$ cat src/rtl/blane_pkg.sv
package blane_pkg;
  localparam int unsigned LANES   = 8;
  localparam int unsigned LANE_W  = 8;
  localparam int unsigned ADDR_W  = 32;
  localparam int unsigned APAR_LO = 5;
  localparam int unsigned SIZE_W  = 2;
  localparam int unsigned DATA_W  = LANES * LANE_W;
  localparam int unsigned OFS_W   = $clog2(LANES);
  localparam int unsigned ROW_W   = ADDR_W - OFS_W;
  localparam int unsigned HI_W    = ADDR_W - APAR_LO;

  typedef logic [LANES-1:0] laneVec_t;

  // Strobes from the request decoder to the datapath
  typedef struct packed {
    logic     issue;
    logic     write;
    logic     sizeErr;
    logic     addrBad;
    laneVec_t lanes;
  } busStrobe_t;
endpackage

$ cat src/rtl/blane_ctl.sv
module blane_ctl
  import blane_pkg::*;
(
  input  logic              reqValid,
  input  logic              reqWrite,
  input  logic [OFS_W-1:0]  reqOfs,
  input  logic [SIZE_W-1:0] reqSize,
  input  logic [HI_W-1:0]   reqAddrHi,
  input  logic              reqAddrPar,
  output busStrobe_t        ctlOut
);
  localparam int unsigned CNT_W = OFS_W + 2;

  logic [CNT_W-1:0] span;
  logic [CNT_W-1:0] endPos;
  logic             crossRow;
  laneVec_t         inSpan;

  always_comb begin
    span     = CNT_W'(1) << reqSize;
    endPos   = CNT_W'(reqOfs) + span;
    crossRow = endPos > CNT_W'(LANES);
  end

  for (genvar g = 0; g < LANES; g++) begin : g_lane
    assign inSpan[g] = (CNT_W'(g) >= CNT_W'(reqOfs)) && (CNT_W'(g) < endPos);
  end

  always_comb begin
    ctlOut.issue   = reqValid & ~crossRow;
    ctlOut.write   = reqWrite;
    ctlOut.sizeErr = reqValid & crossRow;
    ctlOut.addrBad = reqValid & ((^reqAddrHi) != reqAddrPar);
    ctlOut.lanes   = (reqValid & ~crossRow) ? inSpan : '0;
  end
endmodule

$ cat src/rtl/blane_dp.sv
module blane_dp
  import blane_pkg::*;
(
  input  logic              clk,
  input  logic              rstN,
  input  busStrobe_t        ctlIn,
  input  logic [ROW_W-1:0]  reqRow,
  input  logic [DATA_W-1:0] wrData,
  input  logic [DATA_W-1:0] memRdData,
  input  laneVec_t          memRdPar,
  output laneVec_t          memBankEnN,
  output laneVec_t          memWrStrobe,
  output logic [ROW_W-1:0]  memAddr,
  output logic [DATA_W-1:0] memWrData,
  output laneVec_t          memWrPar,
  output logic [DATA_W-1:0] rdData,
  output laneVec_t          rdParErr,
  output logic              rdValid,
  output logic              sizeErr,
  output logic              addrParChk
);
  laneVec_t          enQ, strbQ, parQ, rdLaneS1, rdLaneS2;
  logic              rdS1, rdS2;
  laneVec_t          wrParNext, rdErrNext;
  logic [DATA_W-1:0] rdMasked;
  logic              doWrite;

  assign doWrite = ctlIn.issue & ctlIn.write;

  for (genvar g = 0; g < LANES; g++) begin : g_lane
    assign wrParNext[g] = doWrite & ctlIn.lanes[g] & (^wrData[g*LANE_W +: LANE_W]);
    assign rdMasked[g*LANE_W +: LANE_W] =
      rdLaneS2[g] ? memRdData[g*LANE_W +: LANE_W] : '0;
    assign rdErrNext[g] = rdLaneS2[g] &
      ((^memRdData[g*LANE_W +: LANE_W]) ^ memRdPar[g]);
  end

  always_ff @(posedge clk or negedge rstN) begin
    if (!rstN) begin
      enQ        <= '0;
      strbQ      <= '0;
      parQ       <= '0;
      memAddr    <= '0;
      memWrData  <= '0;
      sizeErr    <= 1'b0;
      addrParChk <= 1'b0;
      rdS1       <= 1'b0;
      rdS2       <= 1'b0;
      rdLaneS1   <= '0;
      rdLaneS2   <= '0;
      rdValid    <= 1'b0;
      rdData     <= '0;
      rdParErr   <= '0;
    end else begin
      enQ        <= ctlIn.lanes;
      strbQ      <= doWrite ? ctlIn.lanes : '0;
      parQ       <= wrParNext;
      if (ctlIn.issue) memAddr <= reqRow;
      if (doWrite)     memWrData <= wrData;
      sizeErr    <= ctlIn.sizeErr;
      addrParChk <= ctlIn.addrBad;
      rdS1       <= ctlIn.issue & ~ctlIn.write;
      rdLaneS1   <= (ctlIn.issue & ~ctlIn.write) ? ctlIn.lanes : '0;
      rdS2       <= rdS1;
      rdLaneS2   <= rdLaneS1;
      rdValid    <= rdS2;
      rdData     <= rdMasked;
      rdParErr   <= rdErrNext;
    end
  end

  assign memBankEnN  = ~enQ;
  assign memWrStrobe = strbQ;
  assign memWrPar    = parQ;

  AST_STROBE_IN_ENABLED: assert property (@(posedge clk) disable iff (!rstN)
    (memWrStrobe & memBankEnN) == '0);
  AST_PAR_IN_ENABLED: assert property (@(posedge clk) disable iff (!rstN)
    (memWrPar & memBankEnN) == '0);
  AST_REFUSED_NO_LANES: assert property (@(posedge clk) disable iff (!rstN)
    sizeErr |-> (&memBankEnN && memWrStrobe == '0));
  AST_RD_FOLLOWS_READ: assert property (@(posedge clk) disable iff (!rstN)
    rdValid |-> $past(!(&memBankEnN) && memWrStrobe == '0, 2));
  AST_PARERR_WITH_VALID: assert property (@(posedge clk) disable iff (!rstN)
    (rdParErr != '0) |-> rdValid);
  AST_ADDRCHK_AFTER_REQ: assert property (@(posedge clk) disable iff (!rstN)
    addrParChk |-> $past(ctlIn.issue || ctlIn.sizeErr));
endmodule

$ cat src/rtl/blane_mem_port.sv
module blane_mem_port
  import blane_pkg::*;
(
  input  logic              clk,
  input  logic              rstN,
  input  logic              reqValid,
  input  logic              reqWrite,
  input  logic [ADDR_W-1:0] reqAddr,
  input  logic [SIZE_W-1:0] reqSize,
  input  logic              reqAddrPar,
  input  logic [DATA_W-1:0] wrData,
  input  logic [DATA_W-1:0] memRdData,
  input  logic [LANES-1:0]  memRdPar,
  output logic [LANES-1:0]  memBankEnN,
  output logic [LANES-1:0]  memWrStrobe,
  output logic [ROW_W-1:0]  memAddr,
  output logic [DATA_W-1:0] memWrData,
  output logic [LANES-1:0]  memWrPar,
  output logic [DATA_W-1:0] rdData,
  output logic              rdValid,
  output logic [LANES-1:0]  rdParErr,
  output logic              sizeErr,
  output logic              addrParChk
);
  busStrobe_t ctlBus;

  blane_ctl ctl_i (
    .reqValid   (reqValid),
    .reqWrite   (reqWrite),
    .reqOfs     (reqAddr[OFS_W-1:0]),
    .reqSize    (reqSize),
    .reqAddrHi  (reqAddr[ADDR_W-1:APAR_LO]),
    .reqAddrPar (reqAddrPar),
    .ctlOut     (ctlBus)
  );

  blane_dp dp_i (
    .clk        (clk),
    .rstN       (rstN),
    .ctlIn      (ctlBus),
    .reqRow     (reqAddr[ADDR_W-1:OFS_W]),
    .wrData     (wrData),
    .memRdData  (memRdData),
    .memRdPar   (memRdPar),
    .memBankEnN (memBankEnN),
    .memWrStrobe(memWrStrobe),
    .memAddr    (memAddr),
    .memWrData  (memWrData),
    .memWrPar   (memWrPar),
    .rdData     (rdData),
    .rdParErr   (rdParErr),
    .rdValid    (rdValid),
    .sizeErr    (sizeErr),
    .addrParChk (addrParChk)
  );
endmodule

$ cat config.mk
export PLATFORM = sky130hd
export DESIGN_NAME = blane_mem_port
export DESIGN_NICKNAME = d
export VERILOG_FILES = /design/src/rtl/blane_pkg.sv /design/src/rtl/blane_ctl.sv /design/src/rtl/blane_dp.sv /design/src/rtl/blane_mem_port.sv
export SDC_FILE = /design/constraint.sdc
export NUM_CORES = 1
export LEC_CHECK = 0
export BUFFER_PORTS_ARGS = -buffer_cell sky130_fd_sc_hd__buf_2
export CELL_PAD_IN_SITES_DETAIL_PLACEMENT = 1
export CELL_PAD_IN_SITES_GLOBAL_PLACEMENT = 1
export CORE_MARGIN = 2
export CORE_UTILIZATION = 34
export CTS_BUF_LIST = sky130_fd_sc_hd__clkbuf_16
export DETAILED_ROUTE_END_ITERATION = 16
export GPL_ROUTABILITY_DRIVEN = 0
export MAX_ROUTING_LAYER = met4
export PLACE_DENSITY = 0.79
export SYNTH_ARGS = -nofsm -noshare
export SYNTH_HDL_FRONTEND = slang
export SYNTH_SLANG_ARGS = --single-unit
$ cat constraint.sdc
create_clock -name clk -period 0.8 [get_ports clk]
set_input_delay 0.08 -clock clk [delete_from_list [all_inputs] [get_ports clk]]
set_output_delay 0.08 -clock clk [all_outputs]
set_load 0.03 [all_outputs]
==> results of run 1 <==
[per-stage QoR]
stage	worst slack (ns)	area [sq um]
floorplan	-1.457	9159
global placement	-1.563	11800
detailed placement	-1.655	11800
CTS	-1.052	16240
global route	-1.165	16730
finish	-1.133	16730
[kinds of logic after synthesis]
kind of cell             Yosys count  share of synthesized area (%)
AO/OA/AOI/OAI                     15                          1.208
XOR/XNOR                         147                          14.94
adder cells (fa/ha/maj)            4                         0.6539
buffers and inverters             25                          1.578
flip-flops                       210                          59.70
multiplexers                      93                          14.03
AND/OR/NAND/NOR                  123                          7.889
[final cells by class]
cell class              instances  area, sq um
clock buffers                  25        625.6
flip-flops and latches        210         5261
multi-input cells             382         4080
inverters                      11        41.29
clock inverters                17        148.9
diodes                          2        5.005
well taps                     330        412.9
fillers                      2432         8592
repair buffers                667         6160
[per-layer routing]
layer | wire length, microns | vias up | share of wire [%]
li1 | - | 3371 | -
met1 | 12790 | 3812 | 33
met2 | 21650 | 326 | 56
met3 | 2100 | 119 | 5.4
met4 | 2033 | 0 | 5.3
met5 | 0 | - | 0
[placed cells by master (no fill, tap or decap), drive strengths merged, types with 3 or more instances in the layout]
cell and instances:
xnor2 118, a21oi 3, o21ai 3, clkinv 11
nand2 5, nor2 22, bufinv 3, nor3 7
inv 13, clkbuf 25, and3 3, dlygate4sd3 159
mux2 93, dfrtp 210, and2 77, buf 507
ha 3, xor2 27
[state kept, by name, indices dropped and copies added (netlist names), 8 cells and up]
register / cells
dp_i.enQ: 8
dp_i.memWrStrobe: 8
dp_i.rdLaneS1: 8
dp_i.memWrPar: 8
dp_i.rdParErr: 8
dp_i.memAddr: 29
dp_i.rdData: 64
dp_i.memWrData: 64
dp_i.rdLaneS2: 8
[critical path: stages]
cell and delay [ns]:
buf_8 0.11, nor2_4 0.11, ha_4 0.14, fa_2 0.46
nor2_4 0.11, o211ai_1 0.11, a31o_2 0.30, or2_4 0.27
buf_12 0.15, buf_12 0.15, mux2_4 0.32
[what timing repair did]
| item | in CTS | in global routing |
|---|---|---|
| hold endpoints to repair | 372 | 0 |
| setup buffers | 50 | 46 |
| gates resized for setup | 471 | 68 |
| pin swaps | 21 | 17 |
| endpoints found under the setup margin | 321 | 352 |
| cloned | 6 | 0 |
| hold buffers | 160 | 0 |
[power breakdown]
group / switching (uW) / total (uW) / internal [uW]
sequential: 1150 / 13100 / 11900
clock: 4510 / 11100 / 6570
combinational: 6660 / 14000 / 7310
[how the worst max path moves through the flow]
| stage | start | endpoint | slack, ns | cells past startpoint |
|---|---|---|---|---|
| floorplan | reqSize[0] | dp_i.memWrData[13]$_DFFE_PN0P_ | -1.46 | 10 |
| global placement | reqSize[1] | dp_i.memWrData[26]$_DFFE_PN0P_ | -1.56 | 10 |
| detailed placement | reqSize[1] | dp_i.memWrData[53]$_DFFE_PN0P_ | -1.65 | 10 |
| CTS | reqSize[1] | dp_i.memWrData[53]$_DFFE_PN0P_ | -1.05 | 11 |
| global route | reqSize[1] | dp_i.memWrData[30]$_DFFE_PN0P_ | -1.17 | 11 |
| finish | reqSize[1] | dp_i.memWrData[30]$_DFFE_PN0P_ | -1.13 | 11 |
==> results.yml, run 1 <==
setup_path:
  worst-setup-path-type: "in2reg"
  timing.rr.end: "dp_i.memWrData[63]$_DFFE_PN0P_"
  path_max_fanout: 6
  r2r_slack_ns: -0.28
  endpoint_kind: "flip-flop"
  cp-start-kind: "primary input"
  rr_worst_depth: 3
  worstReg2RegStart: "dp_i.memWrData[63]$_DFFE_PN0P_"
  crit_required_ns: 1.20
  worstPathArrival_ns: 2.33
logic_synthesis:
  ys_seq_area_share_pct: 59.70
  synth_ff_type: "dfrtp_1"
  ys_warn_count: 0
  synth_area_leaders: "dfrtp_1 (60%), xnor2_1 (12%), mux2_4 (8.5%)"
  async_flop_share_pct: 100.0
  synth_nets: 796
  synthTopCellsByCount: "dfrtp_1 (210), xnor2_1 (118), and2_1 (77)"
  syn_inst: 617
  avgSynthCellArea_sq_um: 14.27
  yosysUniqueCellTypes: 36
  synth-edff-count: 0
  netlist_area_sq_um: 8802
  synth_top_area_share_pct: 59.70
  synth_top_area_cell: "dfrtp_1"
  ys_seq_elements: 210
  synth_most_common_cell: "dfrtp_1"
sta:
  hold_slack_ns: 0.04491
  fmax_mhz: 517.4
  setup_viol_count_final: 325
  skew_ns: 0.02400
  slew_violations: 0
  rsz0062_at_grt: "true"
  period_needed_ns: 1.933
  finalHoldViolations: 0
  setup_tns_ns: -189.15
  worstMarginPinSlew_ns: 0.5263
  slew-limit-headroom_pct: 64.66
  setup_slack_ns: -1.133
  post-route-period-util_pct: 241.6
cts:
  clk_path_buf_depth: 3
  clk_pin_slew_ns: 0.06
  cts_root_buf: "clkbuf_16"
  htree_levels: 1
  cts_buffers: 25
  cts_tree: "yes"
  clk_latency_ns: 0.51
  cts_sinks: 210
global_route:
  grt_overflow_total: 0
  grtUsageMet2_pct: 54.11
  grt_pass1_wl_microns: 55210
  top_usage_layer: "met2"
  grt_start_max_net_pins: 45
  grt_use_total_pct: 28.36
  met1_usage_pct: 26.61
  antenna_found_initial: 2
  grt_util_met3_pct: 6.102
  grt_pass1_vias: 9144
detailed_routing:
  ant_nets: 0
  dr.pass1.iters: 4
  wirelength_microns: 38570
  viasPerCell: 4.640
  routedWlPerCell_microns: 23.46
  drtIter0Drc: 264
  drcViolationCount: 0
  vias: 7628
power:
  power_leakage_uw: 0.008204
  irDropWorstVdd_v: 0.001531
  power_uw: 38120
  power.density_nw_per_um2: 2278
placed_design:
  placed_cells: 1355
  dp_hpwl_microns: 20140
  portBuffers: 366
min_path:
  min_path_type: "in2async"
floorplanning:
  start_util_pct: 34.75
  coreArea_sq_um: 25330
  die_x_microns: 164.9
  io_pins: 367
  die_h_microns: 164.9
  rows: 58
  die-area_sq_um: 27190
cells_and_area:
  final_nets: 1476
  drive_above_1_share_pct: 54.95
  final_core_util_pct: 66.08
  layoutNonFillerInstCount: 1644
  area_growth_pct: 90.12
status:
  status: "finished with violations"
  violations: "setup timing"
flow_run:
  cap_violations: 0
Note: power is estimated with default switching activity, not from simulation.
==> run 2, diff against run 1 <==
CORE_UTILIZATION = 40   (was 34)
PLACE_DENSITY = 0.88   (was 0.79)
clock period = 2.35 ns   (was 0.8 ns; I/O delays follow)
==> run 2 against run 1 <==
The run now ends clean; flip-flop and latch count unchanged; count of clock-buffer cells in the layout down 2; clock power down 70%; non-clock buffer count down 127.
==> results.yml, run 2 (same netlist as run 1, synthesis figures left out) <==
power:
  power_frac_comb_pct: 30.3
  power.net_switching_uw: 3650
  power_leakage_uw: 0.006873
  power.density_nw_per_um2: 823.0
  irDropWorstVdd_v: 0.0005592
  power_switching_share_pct: 33.19
  seq_power_share_pct: 39.5
  internal-power_uw: 7346
  clkPwrFrac_pct: 30.1
cts:
  cts_setup_buffers: 0
  clk_path_buf_depth: 3
  clk_latency_ns: 0.49
  cts_tree: "yes"
  cts_buffers: 23
  postCtsResizedCells: 0
  clk_pin_slew_ns: 0.07
  htree_levels: 1
  cts_sinks: 210
  hold_buffers: 141
  cts_root_buf: "clkbuf_16"
setup_path:
  worstPathArrival_ns: 2.48
  crit_required_ns: 2.73
  cpPeakStageDelay_ns: 0.43
  path_max_fanout: 23
  cp_slowest_cell: "fa_2"
  endpoint_kind: "flip-flop"
  worst-setup-path-type: "in2reg"
  cp_cell_sequence: "buf_2 > nor2_4 > ha_4 > fa_2 > nor2_2 > o211ai_1 > a31o_2 > or2_4 > buf_12 > mux2_4"
  cp-start-kind: "primary input"
placed_design:
  dpl_worst_slack_ns: -0.2469
  dp_hpwl_microns: 19480
  portBuffers: 366
  post_dp_cell_area_sq_um: 11250
floorplanning:
  rows: 54
  coreArea_sq_um: 21690
  die_h_microns: 152.3
  io_pins: 367
  die_x_microns: 152.3
  start_util_pct: 40.58
  die-area_sq_um: 23210
sta:
  finalHoldViolations: 0
  period_needed_ns: 2.102
  rsz0062_at_grt: "false"
  slew_violations: 0
  skew_ns: 0.007776
  fmax_mhz: 475.6
  setup_viol_count_final: 0
  post-route-period-util_pct: 89.47
  slew-limit-headroom_pct: 60.11
  worstMarginPinSlew_ns: 0.5983
  setup_slack_ns: 0.2475
global_route:
  grt_pass1_wl_microns: 48780
  grt_pass1_vias: 8441
  grt_start_max_net_pins: 74
  grt_overflow_total: 0
  grt_use_total_pct: 27.96
  antenna_found_initial: 6
flow_run:
  cap_violations: 0
detailed_routing:
  routedWlPerCell_microns: 21.60
  drtIter0Drc: 173
  wirelength_microns: 31730
  viasPerCell: 4.756
  vias: 6986
  ant_nets: 0
  drcViolationCount: 0
  dr.pass1.iters: 4
status:
  status: "finished, final reports clean"
cells_and_area:
  largestRegisters: "dp_i.memWrData: 64 flops, dp_i.rdData: 64 flops, dp_i.memAddr: 29 flops"
  finalInstanceArea_sq_um: 13360
  mostFrequentLayoutCells: "buf_2 (365), dfrtp_1 (210), dlygate4sd3_1 (142), xnor2_1 (117), and2_1 (77)"
  final_core_util_pct: 61.60
  area_growth_pct: 51.78
  layout_commonest_cell: "buf_2"
  final_nets: 1347
  drive_above_1_share_pct: 44.63
min_path:
  min_path_type: "in2reg"
==> run 2: changes by cell type in the layout (fill, tap and decap cells not counted), sizes merged, moves of 2 or more <==
cell	delta
diode	+4
dlygate4sd3	-17
buf	-109
clkbuf	-2
bufinv	-2
==> run 2: final timing paths <==
check                                          startpoint                        endpoint  slack (ns)  cells after the start
min in group asynchronous                            rstN  dp_i.memWrData[59]$_DFFE_PN0P_        0.34                      2
max in group asynchronous                            rstN      dp_i.rdParErr[3]$_DFF_PN0_        1.27                      3
max reg2reg                dp_i.memWrData[14]$_DFFE_PN0P_  dp_i.memWrData[14]$_DFFE_PN0P_        1.52                      1
min reg2reg                    dp_i.rdLaneS1[0]$_DFF_PN0_      dp_i.rdLaneS2[0]$_DFF_PN0_        0.35                      0
max                                            reqSize[0]  dp_i.memWrData[27]$_DFFE_PN0P_        0.25                     10
min                                            wrData[63]  dp_i.memWrData[63]$_DFFE_PN0P_        0.01                      2
==> run 2: power by group through the flow <==
| stage | registers, uW | clock network (uW) | logic (uW) |
|---|---|---|---|
| detailed placement | 4350 | 0 | 3060 |
| global route | 4390 | 3540 | 3510 |
| CTS | 4300 | 3380 | 3260 |
| finish | 4350 | 3310 | 3330 |
| floorplan | 5160 | 0 | 1140 |
| global placement | 4340 | 0 | 2960 |
==> run 2: critical path: cells and delay by family <==
kind,cells,cell delay (ns)
buf+inv,2,0.32
fa+ha+maj,2,0.58
mux,1,0.32
compound gates,2,0.40
simple gates,3,0.59
==> run 2: per-stage QoR <==
stage	cells	setup TNS, ns	hold WS [ns]	total power [uW]
floorplan	617	-3.089	-0.06059	6304
global placement	1281	-11.71	0.2463	7299
detailed placement	1281	-19.94	0.2565	7411
CTS	1462	0	0.002001	10940
global route	1469	0	0.01413	11440
finish	1469	0	0.01131	11000
==> run 2: layout make-up <==
type                    instances  area, sq um
fillers                      2257         8328
inverters                      11        41.29
well taps                     280        350.3
flip-flops and latches        210         5255
clock buffers                  23        575.6
repair buffers                540         3578
clock inverters                17        98.84
multi-input cells             382         3446
diodes                          6        15.01
==> run 2: per-layer routing <==
metal  wire, microns  part of all wire [%]  GRT usage (%)  vias up
met5               0                     0              -        -
met4            1620                   5.1          13.22        0
met3            1834                   5.8          5.745      105
met2           17600                    55          52.10      310
met1           10670                    34          27.72     3464
li1                -                     -              -     3107
==> run 3, diff against run 2 <==
CELL_PAD_IN_SITES_DETAIL_PLACEMENT = 0   (was 1)
CTS_BUF_LIST = not set   (was sky130_fd_sc_hd__clkbuf_16)
==> run 3 against run 2 <==
Cell count grew 0.68%; critical path depth is the same; sequential share of layout area shrank 0.68 points; combinational power shrank 3%; clock power grew 9.7%; routed wire length shrank 22%; flip-flop and latch count is the same; worst setup slack gained 0.073 ns; largest cell class unchanged; first-iteration DRC count grew 55%; clock skew shrank 0.0036 ns.
==> results.yml, run 3 (same netlist as run 1, synthesis figures left out) <==
status:
  status: "finished, final reports clean"
setup_path:
  cp-start-kind: "primary input"
  timing.rr.end: "dp_i.memWrData[0]$_DFFE_PN0P_"
  worstSetupStartpoint: "reqSize[0]"
  endpoint_kind: "flip-flop"
  crit_required_ns: 2.73
  worstReg2RegStart: "dp_i.memWrData[0]$_DFFE_PN0P_"
  rr_worst_depth: 1
  worst-setup-path-type: "in2reg"
  worstPathArrival_ns: 2.41
  endpoint: "dp_i.memWrData[51]$_DFFE_PN0P_"
  r2r_slack_ns: 1.54
  path_max_fanout: 23
sta:
  slew_violations: 0
  skew_ns: 0.004146
  setup_tns_ns: 0
  period_needed_ns: 2.029
  slew-limit-headroom_pct: 61.21
  post-route-period-util_pct: 86.34
  finalHoldViolations: 0
  worstMarginPinSlew_ns: 0.5819
  setup_viol_count_final: 0
  rsz0062_at_grt: "false"
  fmax_mhz: 492.9
detailed_routing:
  dr.pass1.iters: 4
  ant_nets: 0
  drcViolationCount: 0
  viasPerCell: 4.536
  wirelength_microns: 24890
  routedWlPerCell_microns: 16.83
  vias: 6709
  drtIter0Drc: 269
cts:
  cts_buffers: 24
  clk_latency_ns: 0.50
  cts_sinks: 210
  clk_pin_slew_ns: 0.06
  cts_tree: "yes"
  cts_root_buf: "clkbuf_16"
  htree_levels: 1
  cts_setup_buffers: 0
  clk_path_buf_depth: 3
floorplanning:
  start_util_pct: 40.58
  die-area_sq_um: 23210
  io_pins: 367
  die_h_microns: 152.3
  rows: 54
  die_x_microns: 152.3
  coreArea_sq_um: 21690
placed_design:
  portBuffers: 366
  dp_hpwl_microns: 16640
  post_dp_cell_area_sq_um: 11250
global_route:
  grt_pass1_vias: 7479
  grt_use_total_pct: 21.75
  antenna_found_initial: 1
  grt_pass1_wl_microns: 39440
  grt_start_max_net_pins: 74
  grt_overflow_total: 0
power:
  irDropWorstVdd_v: 0.0007967
  power.density_nw_per_um2: 820.6
  power_uw: 11160
  power_leakage_uw: 0.006974
cells_and_area:
  filler_cell_count: 1628
  finalInstanceArea_sq_um: 13600
  area_growth_pct: 54.46
  largestRegisters: "dp_i.memWrData: 64 flops, dp_i.rdData: 64 flops, dp_i.memAddr: 29 flops"
  final_nets: 1364
  layout_commonest_cell: "buf_2"
  multiInputGateArea_sq_um: 3446
  seq_area_sq_um: 5255
  mostFrequentLayoutCells: "buf_2 (365), dfrtp_1 (210), dlygate4sd3_1 (158), xnor2_1 (117), and2_1 (77)"
  drive_above_1_share_pct: 44.49
min_path:
  min_path_type: "in2reg"
  holdPathStages: 2
flow_run:
  cap_violations: 0
-- run 3: stage by stage --
| step | setup slack [ns] | instances | utilization, % | hold slack (ns) |
|---|---|---|---|---|
| after floorplan | -0.06178 | 617 | - | -0.06059 |
| after global placement | -0.1532 | 1281 | 51.87 | 0.2463 |
| after detailed placement | -0.1979 | 1281 | 51.87 | 0.2562 |
| after CTS | 0.3364 | 1478 | 62.67 | 0.008937 |
| after global routing | 0.2221 | 1479 | 62.69 | 0.02520 |
| final | 0.3210 | 1479 | 62.69 | 0.02492 |
-- run 3: report_power, final --
group          switching, uW  total, uW  internal [uW]
registers                249       4300           4060
logic                   1800       3220           1430
clock network           1430       3630           2190
total                   3480      11200           7680
-- run 3: what timing repair did --
action	CTS	global route
endpoints found under the setup margin	0	0
gates resized for setup	0	0
hold buffers	158	0
endpoints found under the hold margin	227	0
-- run 3: worst min-delay path by stage --
stage	from	end	slack, ns
after floorplan	rstN	dp_i.addrParChk$_DFF_PN0_	-0.06
after global placement	rstN	dp_i.memWrData[54]$_DFFE_PN0P_	0.25
after detailed placement	rstN	dp_i.memWrData[59]$_DFFE_PN0P_	0.26
after CTS	wrData[12]	dp_i.memWrData[12]$_DFFE_PN0P_	0.009
after global routing	wrData[12]	dp_i.memWrData[12]$_DFFE_PN0P_	0.03
final	wrData[12]	dp_i.memWrData[12]$_DFFE_PN0P_	0.02
-- run 3: critical path: stages --
cell and delay, ns:
buf_2 0.14, nor2_4 0.05, ha_4 0.16, fa_2 0.42, a21oi_1 0.21, nand4_1 0.15, a31o_2 0.23, or2_4 0.30
buf_12 0.19, mux2_4 0.31
-- run 3: cell type report --
type	count	share of cell area [%]
antenna	1	0.01841
sequential	210	38.65
multi-input combinational	382	25.35
inverter	11	0.3037
timing repair buffer	556	27.50
clock buffer	35	5.246
clock inverter	4	0.3589
tap	280	2.577
-- run 3: routing by layer --
layer  global-route usage (%)  vias to the layer above  part of all wire, %
met4                    6.720                        0                  2.7
met3                    4.010                       50                  5.5
met2                    39.32                      254                   53
met1                    24.41                     3273                   39
met5                        -                        -                    0
li1                         -                     3132                    -
